## config.mk

```make
export PLATFORM = sky130hd
export DESIGN_NAME = lz_match_array
export DESIGN_NICKNAME = d
export VERILOG_FILES = /design/src/rtl/lzsa_pkg.sv /design/src/rtl/lzsa_pe.sv /design/src/rtl/lzsa_len_enc.sv /design/src/rtl/lzsa_ctrl.sv /design/src/rtl/lzsa_best_trk.sv /design/src/rtl/lz_match_array.sv
export SDC_FILE = /design/constraint.sdc
export NUM_CORES = 1
export LEC_CHECK = 0
export BUFFER_PORTS_ARGS = -buffer_cell sky130_fd_sc_hd__buf_2
export CORE_MARGIN = 2
export CORE_UTILIZATION = 50
export DETAILED_ROUTE_END_ITERATION = 10
export PLACE_DENSITY = 0.69
export REMOVE_ABC_BUFFERS = 1
export SLEW_MARGIN = 20
export SYNTH_ARGS = -nofsm -noshare
export SYNTH_HDL_FRONTEND = slang
export SYNTH_SLANG_ARGS = --single-unit
```

## constraint.sdc

```tcl
create_clock -name clk -period 2.8 [get_ports clk]
set_input_delay 0.14 -clock clk [delete_from_list [all_inputs] [get_ports clk]]
set_output_delay 0.14 -clock clk [all_outputs]
set_load 0.03 [all_outputs]
```

## src/rtl/lzsa_pkg.sv

```systemverilog
package lzsa_pkg;
  typedef enum logic {
    ST_IDLE = 1'b0,
    ST_RUN  = 1'b1
  } lzsa_state_e;

  function automatic int width_of(input int count);
    return (count > 1) ? $clog2(count) : 1;
  endfunction
endpackage

```

## src/rtl/lzsa_pe.sv

```systemverilog
module lzsa_pe #(
  parameter int SYM_W = 8
) (
  input  logic             clk,
  input  logic             rst_n,
  input  logic             ld,
  input  logic             en,
  input  logic [SYM_W-1:0] la_d,
  input  logic [SYM_W-1:0] x_d,
  output logic [SYM_W-1:0] x_q,
  output logic             eq_q
);
  logic [SYM_W-1:0] la_q, la_nx, x_nx;
  logic             eq_nx;

  always_comb begin
    la_nx = ld ? la_d : la_q;
    x_nx  = en ? x_d : x_q;
    eq_nx = en ? (x_q == la_q) : eq_q;
  end

  always_ff @(posedge clk or negedge rst_n) begin
    if (!rst_n) begin
      la_q <= '0;
      x_q  <= '0;
      eq_q <= 1'b0;
    end else begin
      la_q <= la_nx;
      x_q  <= x_nx;
      eq_q <= eq_nx;
    end
  end
endmodule

```

## src/rtl/lzsa_len_enc.sv

```systemverilog
module lzsa_len_enc #(
  parameter int LA_LEN = 4,
  parameter int LENW   = 3
) (
  input  logic [LA_LEN-1:0] eq,
  output logic [LENW-1:0]   len
);
  logic run;

  always_comb begin
    len = '0;
    run = 1'b1;
    for (int k = 0; k < LA_LEN; k++) begin
      if (run && eq[k]) len = len + LENW'(1);
      else              run = 1'b0;
    end
  end
endmodule

```

## src/rtl/lzsa_ctrl.sv

```systemverilog
module lzsa_ctrl
  import lzsa_pkg::*;
#(
  parameter int LA_LEN = 4,
  parameter int N_DICT = 16,
  parameter int POSW   = 4,
  parameter int CNTW   = 5
) (
  input  logic            clk,
  input  logic            rst_n,
  input  logic            start,
  output logic            busy,
  output logic            cand_vld,
  output logic [POSW-1:0] cand_pos,
  output logic            done
);
  localparam logic [CNTW-1:0] FIRST_CAND = CNTW'(LA_LEN + 1);
  localparam logic [CNTW-1:0] LAST_CYC   = CNTW'(N_DICT + 1);

  lzsa_state_e     state_q, state_nx;
  logic [CNTW-1:0] cyc_q, cyc_nx;
  logic            done_nx;

  always_comb begin
    state_nx = state_q;
    cyc_nx   = cyc_q;
    done_nx  = 1'b0;
    if (start) begin
      state_nx = ST_RUN;
      cyc_nx   = '0;
    end else if (state_q == ST_RUN) begin
      cyc_nx = cyc_q + CNTW'(1);
      if (cyc_q == LAST_CYC) begin
        state_nx = ST_IDLE;
        done_nx  = 1'b1;
      end
    end
  end

  always_ff @(posedge clk or negedge rst_n) begin
    if (!rst_n) begin
      state_q <= ST_IDLE;
      cyc_q   <= '0;
      done    <= 1'b0;
    end else begin
      state_q <= state_nx;
      cyc_q   <= cyc_nx;
      done    <= done_nx;
    end
  end

  assign busy     = (state_q == ST_RUN);
  assign cand_vld = busy && !start && (cyc_q >= FIRST_CAND);
  assign cand_pos = POSW'(cyc_q - FIRST_CAND);

  p_done_single_r5: assert property (@(posedge clk) disable iff (!rst_n)
    done |=> !done);
  p_done_idle_r5: assert property (@(posedge clk) disable iff (!rst_n)
    done |-> !busy);
  p_restart_no_done_r7: assert property (@(posedge clk) disable iff (!rst_n)
    start |=> !done);
endmodule

```

## src/rtl/lzsa_best_trk.sv

```systemverilog
module lzsa_best_trk #(
  parameter int LENW = 3,
  parameter int POSW = 4
) (
  input  logic            clk,
  input  logic            rst_n,
  input  logic            start,
  input  logic            cand_vld,
  input  logic [LENW-1:0] cand_len,
  input  logic [POSW-1:0] cand_pos,
  output logic [LENW-1:0] best_len,
  output logic [POSW-1:0] best_pos
);
  logic [LENW-1:0] len_nx;
  logic [POSW-1:0] pos_nx;

  always_comb begin
    len_nx = best_len;
    pos_nx = best_pos;
    if (start) begin
      len_nx = '0;
      pos_nx = '0;
    end else if (cand_vld && (cand_len > best_len)) begin
      len_nx = cand_len;
      pos_nx = cand_pos;
    end
  end

  always_ff @(posedge clk or negedge rst_n) begin
    if (!rst_n) begin
      best_len <= '0;
      best_pos <= '0;
    end else begin
      best_len <= len_nx;
      best_pos <= pos_nx;
    end
  end

  p_keep_earliest_r3: assert property (@(posedge clk) disable iff (!rst_n)
    (!start && cand_vld && (cand_len <= best_len)) |=> ($stable(best_pos) && $stable(best_len)));
  p_take_greater_r3: assert property (@(posedge clk) disable iff (!rst_n)
    (!start && cand_vld && (cand_len > best_len)) |=>
      ((best_len == $past(cand_len)) && (best_pos == $past(cand_pos))));
  p_clear_on_start_r7: assert property (@(posedge clk) disable iff (!rst_n)
    start |=> ((best_len == '0) && (best_pos == '0)));
endmodule

```

## src/rtl/lz_match_array.sv

```systemverilog
module lz_match_array
  import lzsa_pkg::*;
#(
  parameter int SYM_W  = 8,
  parameter int LA_LEN = 4,
  parameter int N_DICT = 16,
  localparam int LENW  = $clog2(LA_LEN + 1),
  localparam int POSW  = width_of(N_DICT - LA_LEN + 1)
) (
  input  logic                    clk,
  input  logic                    rst_n,
  input  logic                    start,
  input  logic [LA_LEN*SYM_W-1:0] la_in,
  input  logic [SYM_W-1:0]        sym_in,
  output logic [POSW-1:0]         best_pos,
  output logic [LENW-1:0]         best_len,
  output logic                    done
);
  localparam int CNTW = $clog2(N_DICT + 3);

  logic                  busy, cand_vld;
  logic [POSW-1:0]       cand_pos;
  logic [LENW-1:0]       cand_len;
  logic [LA_LEN-1:0]     eq;
  logic [SYM_W-1:0]      xs [LA_LEN];

  lzsa_ctrl #(
    .LA_LEN(LA_LEN), .N_DICT(N_DICT), .POSW(POSW), .CNTW(CNTW)
  ) u_ctrl (
    .clk(clk), .rst_n(rst_n), .start(start), .busy(busy),
    .cand_vld(cand_vld), .cand_pos(cand_pos), .done(done)
  );

  // The stream enters at the last element and moves toward element 0,
  // so every flag of one candidate lands in the same cycle.
  for (genvar k = 0; k < LA_LEN; k++) begin : g_pe
    logic [SYM_W-1:0] x_in;
    if (k == LA_LEN - 1) begin : g_head
      assign x_in = sym_in;
    end else begin : g_link
      assign x_in = xs[k+1];
    end
    lzsa_pe #(.SYM_W(SYM_W)) u_pe (
      .clk(clk), .rst_n(rst_n), .ld(start), .en(busy),
      .la_d(la_in[k*SYM_W +: SYM_W]), .x_d(x_in),
      .x_q(xs[k]), .eq_q(eq[k])
    );
  end

  lzsa_len_enc #(.LA_LEN(LA_LEN), .LENW(LENW)) u_enc (
    .eq(eq), .len(cand_len)
  );

  lzsa_best_trk #(.LENW(LENW), .POSW(POSW)) u_trk (
    .clk(clk), .rst_n(rst_n), .start(start), .cand_vld(cand_vld),
    .cand_len(cand_len), .cand_pos(cand_pos),
    .best_len(best_len), .best_pos(best_pos)
  );

  p_len_zero_r2: assert property (@(posedge clk) disable iff (!rst_n)
    (cand_vld && !eq[0]) |-> (cand_len == '0));
  p_len_full_r9: assert property (@(posedge clk) disable iff (!rst_n)
    (cand_vld && (&eq)) |-> (cand_len == LENW'(LA_LEN)));
  p_hold_idle_r6: assert property (@(posedge clk) disable iff (!rst_n)
    (!busy && !start) |=> ($stable(best_len) && $stable(best_pos)));
  p_pos_range_r4: assert property (@(posedge clk) disable iff (!rst_n)
    cand_vld |-> (int'(cand_pos) <= N_DICT - LA_LEN));
endmodule

```

* Word-level counts from Yosys, hierarchy flattened *
Index checks and enable logic that the tools add are counted.
Widths: inputs -> output; s select.

word-level totals
  bits in registers = 82
  input port bits = 43
  output and inout bits = 8
  word-level logic and storage cells = 57

cells by class
  add/sub/neg operators = 5
  magnitude comparators = 2
  equal/unequal tests = 5
  multiplexer cells = 19
  reduce and logical (&&, ||, !) cells = 9

operators by type and width
  cell                 count
  $eq 8x8->1           4
  $mux 3               5
  $mux 1               10
  $mux 5               2
  $add 3x1->3 const B  3
  $mux 4               2
  $logic_and 1x1->1    6
  $add 5x1->5 const B  1
  $eq 5x5->1 const B   1
  $ge 5x3->1 const B   1
  $reduce_bool 2->1    2
  $sub 4x3->4 const B  1
  $gt 3x3->1           1
  $logic_not 1->1      1

* Longest topological paths before layout *
  word-level depth = 11
  depth in mapped cells = 9
  gate-level depth less buffers = 9

* By module *
From an unflattened synthesis, not the netlist that was laid out.

unflattened totals
  cell total of the unflattened synthesis = 278
  area, all modules = 3811.2 um^2

by module, submodules not included
  module         times used  cells an instance  area each (um^2)  sequential area each (um^2)
  lzsa_pe        4           47                 725.7             425.4
  lzsa_best_trk  1           39                 430.4             175.2
  lzsa_ctrl      1           40                 414.1             175.2
  lzsa_len_enc   1           11                 63.8              0.0

* Worst setup path before layout *
OpenSTA, ideal clock, no wires.

  path kind = reg-to-reg
  start = register g_pe[1].u_pe.eq_q
  end = register u_trk.best_len[1]
  setup time = 0.125 ns
  data arrival time = 2.208 ns
  data required time = 2.675 ns
  slack = 0.467 ns
  cell stages (with the launch flop) = 10
  buffers on the path = 0
  period minus slack after synthesis = 2.333 ns
  path through = dfrtp_1 -> inv_1 -> nor2_1 -> ha_1 -> o31a_1 -> ha_1 -> nand2_1 -> o21ai_0 -> o311ai_4 -> mux2_4

between the ends
  cells in the longest elaborated chain, start to end = 9
  elaborated cells on any way between the ends = 15
  classes of those cells = add/sub: 2; order compare: 1; mux: 7; reduce/logical: 5

RTL lines
  what                                              line                 RTL
  start: declaration                                lzsa_pe.sv:11        output logic eq_q
  start signal: assignment                          lzsa_pe.sv:30        eq_q <= eq_nx;
  $logic_and 1x1->1 *                               lzsa_len_enc.sv:14   if (run && eq[k]) len = len + LENW'(1);
  $mux 3 or $mux 1 (tied branches)                  lzsa_len_enc.sv:14
  $add 3x1->3 or $logic_and 1x1->1 (tied branches)  lzsa_len_enc.sv:14
  $mux 3 or $mux 1 (tied branches)                  lzsa_len_enc.sv:14
  $add 3x1->3 or $logic_and 1x1->1 (tied branches)  lzsa_len_enc.sv:14
  $mux 3 *                                          lzsa_len_enc.sv:14
  $gt 3x3->1                                        lzsa_best_trk.sv:23  end else if (cand_vld && (cand_len > best_len)) begin
  $logic_and 1x1->1                                 lzsa_best_trk.sv:23
  $reduce_bool 2->1 (no line)                       n/a
  end signal: assignment                            lzsa_best_trk.sv:34  best_len <= len_nx;
  end: declaration                                  lzsa_best_trk.sv:11  output logic [LENW-1:0] best_len,

Every way passes the cells marked *; elsewhere a longest branch is shown, timed or not. The select of a mux whose other input is x is not followed.
A chain may end at the register's enable or synchronous reset.

* Worst setup path in the final report *
Same ends and word-level chain as after synthesis.

==> flow_metrics.py <==
metrics = {
    "sta": {
        "period_share_pct": 89.5,
        "setup_repair_after_global_routing_missed_its_margin": "no",
        "slew-limit-headroom_pct": 51.4,
        "timing.final.hold_violations": 0,
        "hold_slack_ns": 0.0204,
        "setup-tns-final_ns": 0,
        "setup_viol": 0,
        "final_critical_period_ns": 2.51,
        "worst_case_clock_skew_ns": 0.00538,
        "maximum_clock_frequency_mhz": 399,
        "finalMaxSlewViolations": 0,
        "timing_worst_slew_pin_value_ns": 0.728,
    },
    "cells_and_area": {
        "num_antenna_cells": 0,
        "finalNetCount": 369,
        "num-fill-cells": 642,
        "flow.area_growth_from_synthesis_pct": 15.5,
        "fraction_of_final_layout_cells_sized_beyond_drive_strength_1_pct": 41.4,
        "finish.cell_count_without_fillers": 423,
        "most_frequent_cells_in_the_layout": "82 x dfrtp_1, 64 x mux2_2, 49 x buf_2",
        "final_common_cell": "dfrtp_1",
    },
    "die": {
        "boundaryPins": 51,
        "die_h_um": 89.4,
        "dieWidth_um": 89.4,
        "coreArea_um2": 7140,
        "placementRows": 31,
        "die_area_um2": 7990,
        "initial_core_utilization_pct": 51.1,
    },
    "job": {
        "max_cap_viol_count": 0,
    },
    "setup_path": {
        "worst_path_largest_cell_delay_ns": 0.37,
        "cp_common_cell": "ha_1",
        "crit_path_end_kind": "register",
        "timing.reg2reg.worst_path_depth": 9,
        "cp.arrival_ns": 2.74,
        "worstReg2RegEnd": "u_trk.best_len[1]",
        "crit_path_cell_chain": "inv_1 -> nor2_1 -> ha_1 -> o31a_1 -> ha_1 -> nand2_1 -> o21ai_0 -> o311ai_4 -> mux2_4",
        "startpoint_type": "register",
        "r2r-start": "g_pe[1].u_pe.eq_q",
        "worst_path_max_delay_cell": "dfrtp_1",
        "worstSetupPathType": "reg2reg",
        "worst-r2r-setup-slack_ns": 0.29,
        "crit_required_ns": 3.03,
        "worst-path-max-fanout": 7,
    },
    "grt": {
        "gr-total-overflow": 0,
        "grt_first_pass_wirelength_mm": 10.3,
        "grt_start_max_net_pins": 83,
        "number_of_global_route_vias_before_repair": 2139,
        "grt_antenna_before_repair": 0,
        "grt.total_usage_pct": 17.3,
    },
    "hold_path": {
        "min_delay_path_depth": 2,
        "worst_hold_path_type": "in2reg",
        "worst_hold_startpoint": "la_in[25]",
        "min_delay_worst_endpoint": "g_pe[3].u_pe.la_q[1]",
    },
    "logic_synthesis": {
        "post_synth_design_cell_area_um2": 3650,
        "postSynthRegisterBits": 82,
        "seq_area_frac_synth_pct": 56.3,
        "ys_types": 25,
        "synth_cells": 266,
        "yosys_warnings": 0,
        "synth_area_per_cell_um2": 13.7,
    },
    "detailed_routing": {
        "routed_wirelength_mm": 6.11,
        "drt_drc_violations_left": 0,
        "route.antenna.remaining_nets": 0,
        "drt_pre_antenna_iters": 4,
        "route.detailed.wl_per_inst_um": 14.4,
        "vias_per_cell": 5.06,
        "vias": 2141,
        "drt_first_iter_violations": 129,
    },
    "pwr": {
        "report.power.total_uw": 2400,
        "power_per_cell_area_nw_per_um2": 571,
        "leakagePower_uw": 0.00194,
        "peakVddDrop_uv": 294,
    },
    "clock_network": {
        "numCtsBuffers": 9,
        "tritoncts": "built",
        "clockRootBuffer": "clkbuf_8",
        "register_clock_pin_slew_on_the_reported_worst_setup_and_hold_paths_ns": 0.08,
        "cts_resized": 0,
        "htree_levels": 3,
        "cts.sink_count": 82,
        "worst_skew_pair.late_latency_ns": 0.34,
        "cts.path.max_buffers": 2,
    },
    "placed_design": {
        "dp_hpwl_mm": 4.23,
        "place.gp.congestion": 0.709,
        "dpl.cell_count": 406,
        "place.port_buffers": 50,
    },
    "run_status": {
        "run_status": "complete, no violations",
    },
}
==> how the worst max path moves through the flow <==
| stage | from | to | cells after the start |
|---|---|---|---|
| finish | g_pe[1].u_pe.eq_q | u_trk.best_len[1] | 9 |
| global route | g_pe[1].u_pe.eq_q | u_trk.best_len[2] | 9 |
| CTS | g_pe[1].u_pe.eq_q | u_trk.best_len[2] | 9 |
| detailed placement | g_pe[1].u_pe.eq_q | u_trk.best_len[2] | 9 |
| global placement | g_pe[1].u_pe.eq_q | u_trk.best_len[1] | 9 |
| floorplan | g_pe[1].u_pe.eq_q | u_trk.best_len[1] | 9 |
==> synthesized netlist by cell type, drive strengths merged <==
cell | count | area share (%)
and4 | 1 | 0.24
a31oi | 1 | 0.17
a21o | 1 | 0.21
o31a | 2 | 0.48
nand4bb | 1 | 0.31
xor2 | 36 | 8.6
inv | 8 | 0.82
xnor2 | 2 | 0.48
mux2i | 6 | 1.6
nand2b | 6 | 1.0
ha | 7 | 2.4
a21oi | 2 | 0.27
buf | 4 | 0.51
nand4 | 2 | 0.34
o21ai | 7 | 0.96
dfrtp | 82 | 56
mux2 | 66 | 21
nand2 | 3 | 0.31
clkbuf | 7 | 0.72
o311ai | 1 | 0.72
nor2 | 9 | 0.93
nand3 | 4 | 0.55
nor4 | 8 | 1.4
==> metrics by stage <==
step,utilization [%],setup slack (ns),instance area [um^2]
after global routing,59.0,0.0971,4210
after global placement,55.9,0.394,3990
after detailed placement,55.9,0.291,3990
final,59.0,0.294,4210
after floorplan,-,0.467,3600
after CTS,59.0,0.278,4210
==> state kept, by name (all words and copies together), names as in the netlist <==
register,flops
g_pe.u_pe.eq_q,4
g_pe.u_pe.la_q,32
g_pe.u_pe.x_q,32
u_ctrl.busy,1
u_ctrl.cyc_q,5
u_ctrl.done,1
u_trk.best_len,3
u_trk.best_pos,4
==> metal layers <==
| layer | GRT usage, % | wire length (um) | vias to the layer above |
|---|---|---|---|
| li1 | - | - | 1026 |
| met4 | 6.11 | 99 | 0 |
| met3 | 4.62 | 235 | 11 |
| met1 | 24.7 | 2960 | 1064 |
| met2 | 25.7 | 2810 | 40 |
| met5 | 0 | 0 | - |
==> report_power, final <==
group	total [uW]	switching, uW	leakage (uW)	internal (uW)
sequential	1320	62.4	0.000991	1260
clock	870	411	0.0000986	460
combinational	213	90.5	0.000854	123
==> cells by family after synthesis <==
group                      after synthesis  share of synthesized area [%]
DFF                                     82                           56.3
muxes                                   72                           22.2
xor gates and xnor gates                38                           9.13
and+or+nand+nor                         34                           5.08
buffers and inverters                   19                           2.06
AOI/OAI and AO/OA                       14                           2.81
adders and majority gates                7                           2.40
==> layout make-up <==
| class | instances | area [um^2] | area share (%) |
|---|---|---|---|
| Clock buffer | 12 | 155 | 3.68 |
| Clock inverter | 4 | 50.0 | 1.19 |
| Inverter | 8 | 30.0 | 0.713 |
| Multi-Input combinational cell | 165 | 1520 | 36.1 |
| Sequential cell | 82 | 2050 | 48.7 |
| Tap cell | 99 | 124 | 2.94 |
| Timing Repair Buffer | 53 | 282 | 6.68 |
==> critical path, delay by kind of cell (launching register included) <==
family          cells  cell delay, ns
compound gates      3            0.83
fa+ha+maj           2            0.56
flops               1            0.37
mux                 1            0.34
simple gates        2            0.23
buf+inv             1            0.07
==> what timing repair did <==
| action | CTS | global route |
|---|---|---|
| buffers inserted | 0 | 0 |
| endpoints found under the hold margin | 3 | 0 |
| hold buffers | 1 | 0 |
(Power assumes the default switching activity.)
